--- config.mk ---
export PLATFORM = sky130hd
export DESIGN_NAME = sticky_rr_arbiter
export DESIGN_NICKNAME = d
export VERILOG_FILES = /design/src/rtl/rr_arb_pkg.sv /design/src/rtl/rr_scan.sv /design/src/rtl/rr_fsm.sv /design/src/rtl/sticky_rr_arbiter.sv
export SDC_FILE = /design/constraint.sdc
export NUM_CORES = 1
export LEC_CHECK = 0
export BUFFER_PORTS_ARGS = -buffer_cell sky130_fd_sc_hd__buf_4
export CORE_AREA = 3 3 40 42
export CTS_BUF_LIST = sky130_fd_sc_hd__clkbuf_4 sky130_fd_sc_hd__clkbuf_8
export CTS_CLUSTER_DIAMETER = 30
export DETAILED_ROUTE_END_ITERATION = 7
export DIE_AREA = 0 0 43 45
export PLACE_DENSITY = 0.63
export REMOVE_ABC_BUFFERS = 1
export SKIP_CTS_REPAIR_TIMING = 1
export SLEW_MARGIN = 5
export SYNTH_ARGS = -nofsm -noshare
export SYNTH_HDL_FRONTEND = slang
export SYNTH_SLANG_ARGS = --single-unit
export TNS_END_PERCENT = 100
--- constraint.sdc ---
create_clock -name clk -period 3.1 [get_ports clk]
set_clock_uncertainty 0.1 [all_clocks]
set_input_delay 0 -clock clk [delete_from_list [all_inputs] [get_ports clk]]
set_output_delay 0 -clock clk [all_outputs]
set_load 0.1 [all_outputs]
--- src/rtl/rr_arb_pkg.sv ---
package rr_arb_pkg;

    typedef enum logic [0:0] {
        ST_IDLE = 1'b0,
        ST_HOLD = 1'b1
    } arb_state_e;

endpackage

--- src/rtl/rr_scan.sv ---
// Rotating first-one search: first set bit of req at or above start, wrapping.
module rr_scan #(
    parameter int N_REQ = 4,
    parameter int IW    = (N_REQ > 1) ? $clog2(N_REQ) : 1
) (
    input  logic [N_REQ-1:0] req,
    input  logic [IW-1:0]    start,
    output logic             found,
    output logic [IW-1:0]    pick
);
    localparam int SW = IW + 1;
    localparam logic [SW-1:0] N_W = SW'(N_REQ);

    always_comb begin
        found = 1'b0;
        pick  = '0;
        for (int k = 0; k < N_REQ; k++) begin
            logic [SW-1:0] sum;
            sum = {1'b0, start} + SW'(k);
            if (sum >= N_W) sum = sum - N_W;
            if (!found && req[IW'(sum)]) begin
                found = 1'b1;
                pick  = IW'(sum);
            end
        end
    end

endmodule

--- src/rtl/rr_fsm.sv ---
module rr_fsm
    import rr_arb_pkg::*;
#(
    parameter int N_REQ = 4,
    parameter int IW    = (N_REQ > 1) ? $clog2(N_REQ) : 1
) (
    input  logic             clk,
    input  logic             clr,
    input  logic [N_REQ-1:0] req,
    input  logic             found,
    input  logic [IW-1:0]    pick,
    output logic [IW-1:0]    start_q,
    output logic [N_REQ-1:0] gnt
);
    localparam logic [IW:0] LAST = (IW+1)'(N_REQ - 1);

    arb_state_e    state_q, state_d;
    logic [IW-1:0] hold_q, hold_d;
    logic [IW-1:0] start_d;

    function automatic logic [IW-1:0] wrap_inc(input logic [IW-1:0] i);
        if ({1'b0, i} >= LAST) return '0;
        return i + IW'(1);
    endfunction

    // Next-state logic: GRANT, KEEP, ROTATE, RELEASE
    always_comb begin
        state_d = state_q;
        hold_d  = hold_q;
        start_d = start_q;
        unique case (state_q)
            ST_IDLE: begin
                if (found) begin            // GRANT
                    state_d = ST_HOLD;
                    hold_d  = pick;
                    start_d = wrap_inc(pick);
                end
            end
            ST_HOLD: begin
                if (req[hold_q]) begin      // KEEP
                    state_d = ST_HOLD;
                end else if (found) begin   // ROTATE
                    hold_d  = pick;
                    start_d = wrap_inc(pick);
                end else begin              // RELEASE
                    state_d = ST_IDLE;
                end
            end
            default: state_d = ST_IDLE;
        endcase
    end

    // State register (CLEAR)
    always_ff @(posedge clk) begin
        if (clr) begin
            state_q <= ST_IDLE;
            hold_q  <= '0;
            start_q <= '0;
        end else begin
            state_q <= state_d;
            hold_q  <= hold_d;
            start_q <= start_d;
        end
    end

    // Output register
    always_ff @(posedge clk) begin
        if (clr || state_d == ST_IDLE) gnt <= '0;
        else                           gnt <= N_REQ'(1) << hold_d;
    end

    a_r1_onehot: assert property (@(posedge clk) disable iff (clr)
        $onehot0(gnt));
    a_r1_only_requesters: assert property (@(posedge clk) disable iff (clr)
        1'b1 |=> ((gnt & ~$past(req)) == '0));
    a_r2_clear_zero: assert property (@(posedge clk)
        clr |=> (gnt == '0));
    a_r4_sticky: assert property (@(posedge clk) disable iff (clr)
        (|(gnt & req)) |=> (gnt == $past(gnt)));
    a_r5_rotate: assert property (@(posedge clk) disable iff (clr)
        ((|gnt) && !(|(gnt & req)) && (|req)) |=> ((|gnt) && gnt != $past(gnt)));
    a_r6_idle: assert property (@(posedge clk) disable iff (clr)
        !(|req) |=> (gnt == '0));
    a_r3_latency: assert property (@(posedge clk) disable iff (clr)
        (gnt == '0 && (|req)) |=> $countones(gnt) == 1);

endmodule

--- src/rtl/sticky_rr_arbiter.sv ---
module sticky_rr_arbiter #(
    parameter int N_REQ = 4
) (
    input  logic             clk,
    input  logic             clr,
    input  logic [N_REQ-1:0] req,
    output logic [N_REQ-1:0] gnt
);
    localparam int IW = (N_REQ > 1) ? $clog2(N_REQ) : 1;

    logic          found;
    logic [IW-1:0] pick;
    logic [IW-1:0] start_q;

    rr_scan #(.N_REQ(N_REQ), .IW(IW)) u_scan (
        .req   (req),
        .start (start_q),
        .found (found),
        .pick  (pick)
    );

    rr_fsm #(.N_REQ(N_REQ), .IW(IW)) u_fsm (
        .clk     (clk),
        .clr     (clr),
        .req     (req),
        .found   (found),
        .pick    (pick),
        .start_q (start_q),
        .gnt     (gnt)
    );

endmodule

## Word-level counts from Yosys, hierarchy flattened

Index checks and enable logic that the tools add are counted.
Widths: inputs -> output; s select.

| cells by class | value |
|---|---|
| bitwise operators | 2 |
| equal/unequal tests | 3 |
| shifts and indexed selects | 1 |
| reductions and logical operators | 8 |
| mux-type cells | 40 |
| add/subtract/negate cells | 8 |
| order comparisons | 10 |

Operators by type and width:

| operator | count |
|---|---|
| $mux 2 | 16 |
| $mux 1 | 16 |
| $lt 2x3->1 const B | 5 |
| $bmux 1 s2 | 5 |
| $ge 3x3->1 const B | 3 |
| $pmux 2 s2 | 2 |
| $sub 2x1->2 const B | 4 |
| $add 2x2->3 const B | 2 |
| $ne 2x2->1 const B | 3 |
| $shl 1x2->4 const A | 1 |
| $add 2x1->3 const B | 1 |
| $ge 2x3->1 const B | 1 |
| $logic_and 1x1->1 | 3 |
| $logic_not 1->1 | 3 |
| $reduce_and 3->1 | 1 |
| $add 2x1->2 const B | 1 |
| $ge 2x2->1 const B | 1 |
| $not 1->1 | 2 |
| $pmux 1 s2 | 1 |
| $logic_or 1x1->1 | 1 |

| storage, ports and cells | value |
|---|---|
| output and inout bits | 4 |
| bits of input ports | 6 |
| word-level logic and storage cells | 76 |
| register bits | 9 |

## Depth between registers and ports, before layout

Gate-level depths: netlist of run 1.

| logic depth | value |
|---|---|
| depth in word-level cells | 23 |
| gate-level depth with buffers | 7 |

## Hierarchy

Synthesis of run 1 repeated with hierarchy kept, for this count alone.

| second synthesis, totals | value |
|---|---|
| cell total of the unflattened synthesis | 55 |
| area, all modules | 473.0 um2 |

By module, submodules not included:

| module | seq. area each (um2) | area an instance (um2) | times used | cells each |
|---|---|---|---|---|
| rr_fsm | 180.2 | 395.4 | 1 | 40 |
| rr_scan | 0.0 | 77.6 | 1 | 15 |

## Worst setup path before layout of run 1

OpenSTA, ideal clock, no wires.

| path | value |
|---|---|
| path type | register to register |
| start point | register u_fsm.hold_q[0] |
| end point | register u_fsm.gnt[2] |
| setup slack | 1.334 ns |
| arrival | 1.550 ns |
| setup time | 0.116 ns |
| period minus slack after synthesis | 1.766 ns |
| data required time | 2.884 ns |
| stages on the path, launching flop included | 6 |
| path through | dfxtp_1 > mux2_2 > nand3b_1 > nor3b_4 > mux2_4 > and3b_1 |

| between the ends | value |
|---|---|
| cells in the longest elaborated chain, start to end | 6 |
| elaborated cells between the ends (all ways) | 10 |

Ends and longest elaborated chain:

| what | RTL line | source |
|---|---|---|
| start, declared | rr_fsm.sv:18 | `logic [IW-1:0] hold_q, hold_d;` |
| start signal, assigned | rr_fsm.sv:61 | `hold_q <= hold_d;` |
| $bmux 1 s2 | rr_fsm.sv:40 | `if (req[hold_q]) begin` |
| $mux 1 (not written as such) | rr_fsm.sv:40 |  |
| $mux 1 | rr_fsm.sv:40 |  |
| $pmux 1 s2 | rr_fsm.sv:31 | `unique case (state_q)` |
| $not 1->1 | rr_fsm.sv:68 | `if (clr \|\| state_d == ST_IDLE) gnt <= '0;` |
| $logic_or 1x1->1 | rr_fsm.sv:68 |  |
| end signal, assigned | rr_fsm.sv:69 | `else gnt <= N_REQ'(1) << hold_d;` |
| end, declared | rr_fsm.sv:13 | `output logic [N_REQ-1:0] gnt` |

Several ways; a longest one is shown, not always the timed one. The select of a mux whose other input is x is not followed.
A chain may end at the register's enable or synchronous reset.

## Worst setup path in the final report of run 1

| path | value |
|---|---|
| start point | register u_fsm.hold_q[0] |
| end point | register u_fsm.gnt[3] |

The elaborated chain is that of the path after synthesis.

==> results of run 1 <==
-- cells by family (layout without fill, tap and decap cells) --
family,after synthesis,after routing,synth area share (%)
compound gates,6,6,11.39
fa+ha+maj,1,1,2.777
buf+inv,1,15,0.8325
flops,9,9,40.00
mux,4,4,10.28
simple gates,24,24,34.72
-- metal layers --
layer  track usage, %  wire (um)  vias to the layer above
met5                0          0                        -
met4            10.84         29                        0
met3            1.992         51                        3
met2            15.87        402                       12
met1            10.63        380                      167
li1                 -          -                      191
-- cell usage after synthesis (all sizes together), types with 2 or more instances --
cell type	n
nor2b	4
mux2i	2
nor4	2
dfxtp	9
mux2	2
nor2	8
nand2b	2
and3b	2
nand2	3
-- per-stage QoR --
step / power (mW) / util (%) / setup slack, ns / cells / cell area (um^2)
finish: 0.5369 / 44.69 / 1.241 / 74 / 574.3
global route: 0.5658 / 44.69 / 1.144 / 74 / 574.3
CTS: 0.5379 / 43.91 / 1.232 / 73 / 564.3
detailed placement: 0.4437 / 41.77 / 1.245 / 69 / 536.8
global placement: 0.4432 / 41.77 / 1.238 / 69 / 536.8
floorplan: 0.3899 / - / 1.334 / 45 / 450.4
-- area by class of cell --
cell class              count  area (um^2)  area share, %
multi-input cells          35        266.5          46.41
repair buffers             10        77.57          13.51
well taps                  15        18.77          3.268
clock buffers               3        22.52          3.922
flip-flops and latches      9        180.2          31.37
inverters                   1        3.754         0.6536
clock inverters             1        5.005         0.8715
-- state kept, by name, indices dropped and copies added (netlist names) --
register       count
u_fsm.state_q      1
u_fsm.start_q      2
u_fsm.gnt          4
u_fsm.hold_q       2
-- where the power goes --
group | internal, mW | total [mW] | leakage [nW] | switching (mW)
clock | 0.0477 | 0.0918 | 0.0177 | 0.0440
sequential | 0.150 | 0.174 | 0.0744 | 0.0239
combinational | 0.0932 | 0.271 | 0.161 | 0.178
total | 0.291 | 0.537 | 0.253 | 0.246
-- worst reg2reg max path, cell delays in order (launching register included) --
cell      delay, ns
dfxtp_1        0.37
mux2_2         0.35
nand3b_1       0.12
nor3b_4        0.28
mux2_4         0.35
nor4_1         0.20
-- final timing paths --
| check | end | slack (ns) | cells past startpoint |
|---|---|---|---|
| worst max-delay path | u_fsm.gnt[3] | 1.24 | 5 |
| worst min register to register | u_fsm.start_q[0] | 0.43 | 2 |
| worst max register to register | u_fsm.gnt[3] | 1.24 | 5 |
| worst min-delay path | u_fsm.state_q | 0.07 | 3 |
==> run_results.csv, run 1 <==
group,metric,value,unit
run_status,status,"complete, no violations",
timing,slew_headroom,68.90,%
yosys,syn_avg_cell_area,10.01,um^2
worst_setup_path,critPathMaxFanout,5,
cts,htreeDepth,1,
detailed_routing,wl_per_cell,11.65,um
floorplan,fp.dieH,45,um
grt,antenna_found_initial,0,
yosys,synth_top_area_share,40.00,%
final_layout,drive_gt1_share,30.51,%
worst_setup_path,crit_chain,"mux2_2, nand3b_1, nor3b_4, mux2_4, nor4_1",
floorplan,coreArea,1285,um^2
worst_setup_path,worstSetupStartpoint,"u_fsm.hold_q[0]",
timing,tightest_slew,0.4631,ns
timing,rsz0062_at_grt,"false",
final_layout,final_cell_mix,"9 x buf_4, 9 x dfxtp_1, 8 x nor2_1",
grt,grt_max_degree,8,
placement,gp_congestion,0.8184,
worst_setup_path,crit_slowest_cell,"dfxtp_1",
yosys,synth_ff_type,"dfxtp_1",
floorplan,rows,13,
cts,tritoncts,"yes",
hold_path,hold_path_class,"input port to register",
floorplan,die_area,1935,um^2
grt,grt_pass1_vias,344,
detailed_routing,vias,373,
detailed_routing,drc_errors,0,
hold_path,min_from,"req[0]",
cts,numCtsBuffers,3,
detailed_routing,drt_iter0_markers,7,
timing,hold_viol,0,
yosys,syn-cell-area,450.4,um^2
floorplan,initial_core_util,35.05,%
worst_setup_path,startpoint_type,"register",
worst_setup_path,cp-end-kind,"register",
yosys,synth_seq_cells,9,
grt,grt_first_pass_wirelength,1386,um
detailed_routing,via_per_inst,5.041,
final_layout,syn_to_final_growth,27.50,%
yosys,synth-edff-count,0,
cts,path_clk_slew,0.06,ns
yosys,yosys_warnings,0,
worst_setup_path,cp_slowest_stage_delay,0.37,ns
timing,setup_viol,0,
cts,root_buffer,"clkbuf_4",
worst_setup_path,worst_ep_arrival_time,1.94,ns
timing,period_share,59.98,%
power,p_per_area,934.8,nW/um^2
detailed_routing,routed_wl,862,um
worst_setup_path,worstPathRequired,3.18,ns
floorplan,io_pins,10,
placement,portBuffers,9,
power,peakVddDrop,0.4042,mV
yosys,netlist-cell-type-count,22,
final_layout,nets,67,
yosys,yosysSeqAreaShare,40.00,%
yosys,synth_top_cells_by_area,"dfxtp_1 40%, nor2_1 6.7%, nor2b_1 5.6%, nor4_4 4.7%, mux2i_1 4.4%",
placement,dp_hpwl,608.6,um
yosys,async_flop_share,0,%
final_layout,n_antenna_cell,0,
final_layout,n_fill_cell,124,
yosys,netlist_instances,45,
grt,grt.overflow.total,0,
floorplan,fp.dieW,43,um
detailed_routing,antenna_left,0,
timing,max_freq,537.8,MHz
detailed_routing,drt_pass1_iterations,4,
cts,ctsLongestPathBuffers,2,
worst_setup_path,critPathBufInv,0,
power,power_leakage,0.2527,nW
timing,maxSlewViolCount,0,
worst_setup_path,critPathKind,"register to register",
yosys,synth_largest_area_cell,"dfxtp_1",
timing,fin_hold_ws,0.06845,ns
worst_setup_path,cp_top_family,"multiplexers",
timing,tns,0,ns
cts,clk-insertion-delay-late,0.27,ns
cts,cts_num_sinks,9,
timing,layout_min_cycle_time,1.859,ns
grt,grt.total_usage,10.00,%
job,drv_cap,0,
worst_setup_path,regToRegStartpoint,"u_fsm.hold_q[0]",
(Power assumes the default switching activity.)
==> run 2, diff against run 1 <==
Clock period 3.1 ns to 1.9 ns, I/O delays scaled along.
==> run 2 against run 1 <==
Against the previous run: cell count up 1.4%; via count up 2.1%; combinational power up 66%; critical path depth unchanged; sequential share of layout area down 0.59 points; die area unchanged; register-to-register slack worse by 1.1 ns; maximum frequency up 5.3%; critical path type unchanged; critical endpoint is now u_fsm.gnt[2].
==> run_results.csv, run 2 (synthesis results as in run 1) <==
group,metric,value,unit
timing,tightest_slew,0.4602,ns
detailed_routing,dr_wl_met2,409,um
worst_setup_path,rr_endpoint,"u_fsm.gnt[2]",
grt,grt.total_usage,10.74,%
floorplan,coreArea,1285,um^2
final_layout,max_flop_register,"u_fsm.gnt",
placement,place_area,544.3,um^2
final_layout,final_common_cell,"buf_4",
final_layout,fin_util,45.86,%
detailed_routing,drt_iter0_markers,7,
final_layout,multi_input_area,272.8,um^2
detailed_routing,route.met3.wl,41,um
detailed_routing,via_per_inst,5.080,
detailed_routing,vias,381,
power,peakVddDrop,0.5954,mV
worst_setup_path,cp-end-kind,"register",
timing,rsz0062_at_grt,"false",
detailed_routing,wl_per_cell,11.60,um
detailed_routing,antenna_left,0,
worst_setup_path,regToRegStartpoint,"u_fsm.hold_q[0]",
worst_setup_path,worstPathRequired,1.96,ns
run_status,status,"complete, no violations",
timing,hold_viol,0,
worst_setup_path,reg2reg_depth,5,
hold_path,holdPathStages,3,
final_layout,n_antenna_cell,0,
timing,slew_headroom,69.09,%
floorplan,io_pins,10,
floorplan,fp.dieW,43,um
detailed_routing,top_layer,"met4",
final_layout,syn_to_final_growth,30.83,%
grt,grt_first_pass_wirelength,1511,um
worst_setup_path,critPathKind,"register to register",
job,drv_cap,0,
timing,setup_viol,0,
final_layout,nets,68,
placement,dp_hpwl,671.9,um
floorplan,rows,13,
floorplan,fp.dieH,45,um
timing,fin_ws,0.1351,ns
timing,layout_min_cycle_time,1.765,ns
final_layout,largest_register_ffs,4,
detailed_routing,drt_pass1_iterations,4,
detailed_routing,drc_errors,0,
worst_setup_path,reg2reg_slack,0.14,ns
worst_setup_path,crit_path_end,"u_fsm.gnt[2]",
worst_setup_path,critPathMaxFanout,5,
power,power_leakage,0.2580,nW
final_layout,final_cell_mix,"10 x buf_4, 8 x nor2_1, 8 x dfxtp_1",
timing,period_share,92.89,%
worst_setup_path,startpoint_type,"register",
grt,grt_max_degree,8,
detailed_routing,met1_length,404,um
grt,antenna_found_initial,0,
cts,clk-insertion-delay-late,0.26,ns
placement,portBuffers,9,
final_layout,regArea,181.4,um^2
worst_setup_path,worst_ep_arrival_time,1.83,ns
cts,numCtsBuffers,3,
final_layout,n_fill_cell,125,
cts,htreeDepth,1,
grt,grt.overflow.total,0,
power,p_per_area,1510,nW/um^2
placement,place_ws,0.07471,ns
worst_setup_path,worstSetupStartpoint,"u_fsm.hold_q[0]",
cts,cts_num_sinks,9,
timing,maxSlewViolCount,0,
final_layout,drive_gt1_share,35.00,%
final_layout,largestRegisters,"u_fsm.gnt: 4 flops, u_fsm.hold_q: 2 flops, u_fsm.start_q: 2 flops",
detailed_routing,routed_wl,870,um
floorplan,initial_core_util,35.05,%
cts,ctsLongestPathBuffers,2,
grt,grt_pass1_vias,363,
cts,tritoncts,"yes",
timing,max_freq,566.6,MHz
hold_path,hold_path_class,"input port to register",
floorplan,die_area,1935,um^2
timing,tns,0,ns
placement,gp_congestion,0.7785,
final_layout,design_area,589.3,um^2
cts,path_clk_slew,0.07,ns
cts,root_buffer,"clkbuf_4",
run 2: worst min-delay path by stage:
stage                       from               end  slack [ns]
after floorplan              clr   u_fsm.hold_q[0]       -0.03
after global placement       clr   u_fsm.hold_q[0]        0.13
after detailed placement     clr  u_fsm.start_q[1]        0.13
after CTS                    clr   u_fsm.hold_q[1]       -0.16
after global routing      req[0]     u_fsm.state_q        0.08
final                     req[0]     u_fsm.state_q        0.03
run 2: stage by stage:
step | hold WS, ns | power [mW] | cells
floorplan | -0.02762 | 0.6362 | 45
global placement | 0.1315 | 0.7320 | 70
detailed placement | 0.1251 | 0.7379 | 70
CTS | -0.1609 | 0.8921 | 74
global route | 0.07679 | 0.9473 | 75
finish | 0.03280 | 0.8901 | 75
run 2: metal layers:
layer | GRT usage, % | vias to the layer above
li1 | - | 193
met2 | 15.57 | 10
met3 | 1.594 | 2
met4 | 10.84 | 0
met1 | 13.25 | 176
met5 | 0 | -
run 2: area by class of cell:
class	count	area share [%]
multi-input combinational	35	46.28
clock buffer	3	3.822
timing repair buffer	11	14.44
inverter	1	0.6369
clock inverter	1	0.8493
sequential	9	30.79
tap	15	3.185
run 2: report_power, final:
group	switching, mW	internal [mW]	leakage [nW]	total [mW]
clock network	0.0744	0.0779	0.0177	0.152
registers	0.0402	0.247	0.0747	0.287
logic	0.292	0.159	0.166	0.451
total	0.406	0.484	0.258	0.890
run 2: worst max-delay path, stage by stage, from the launching register on:
cell and delay (ns):
dfxtp_2 0.35, mux2_2 0.33, nand3b_1 0.13, nor3b_4 0.23
mux2_4 0.35, and3b_1 0.18
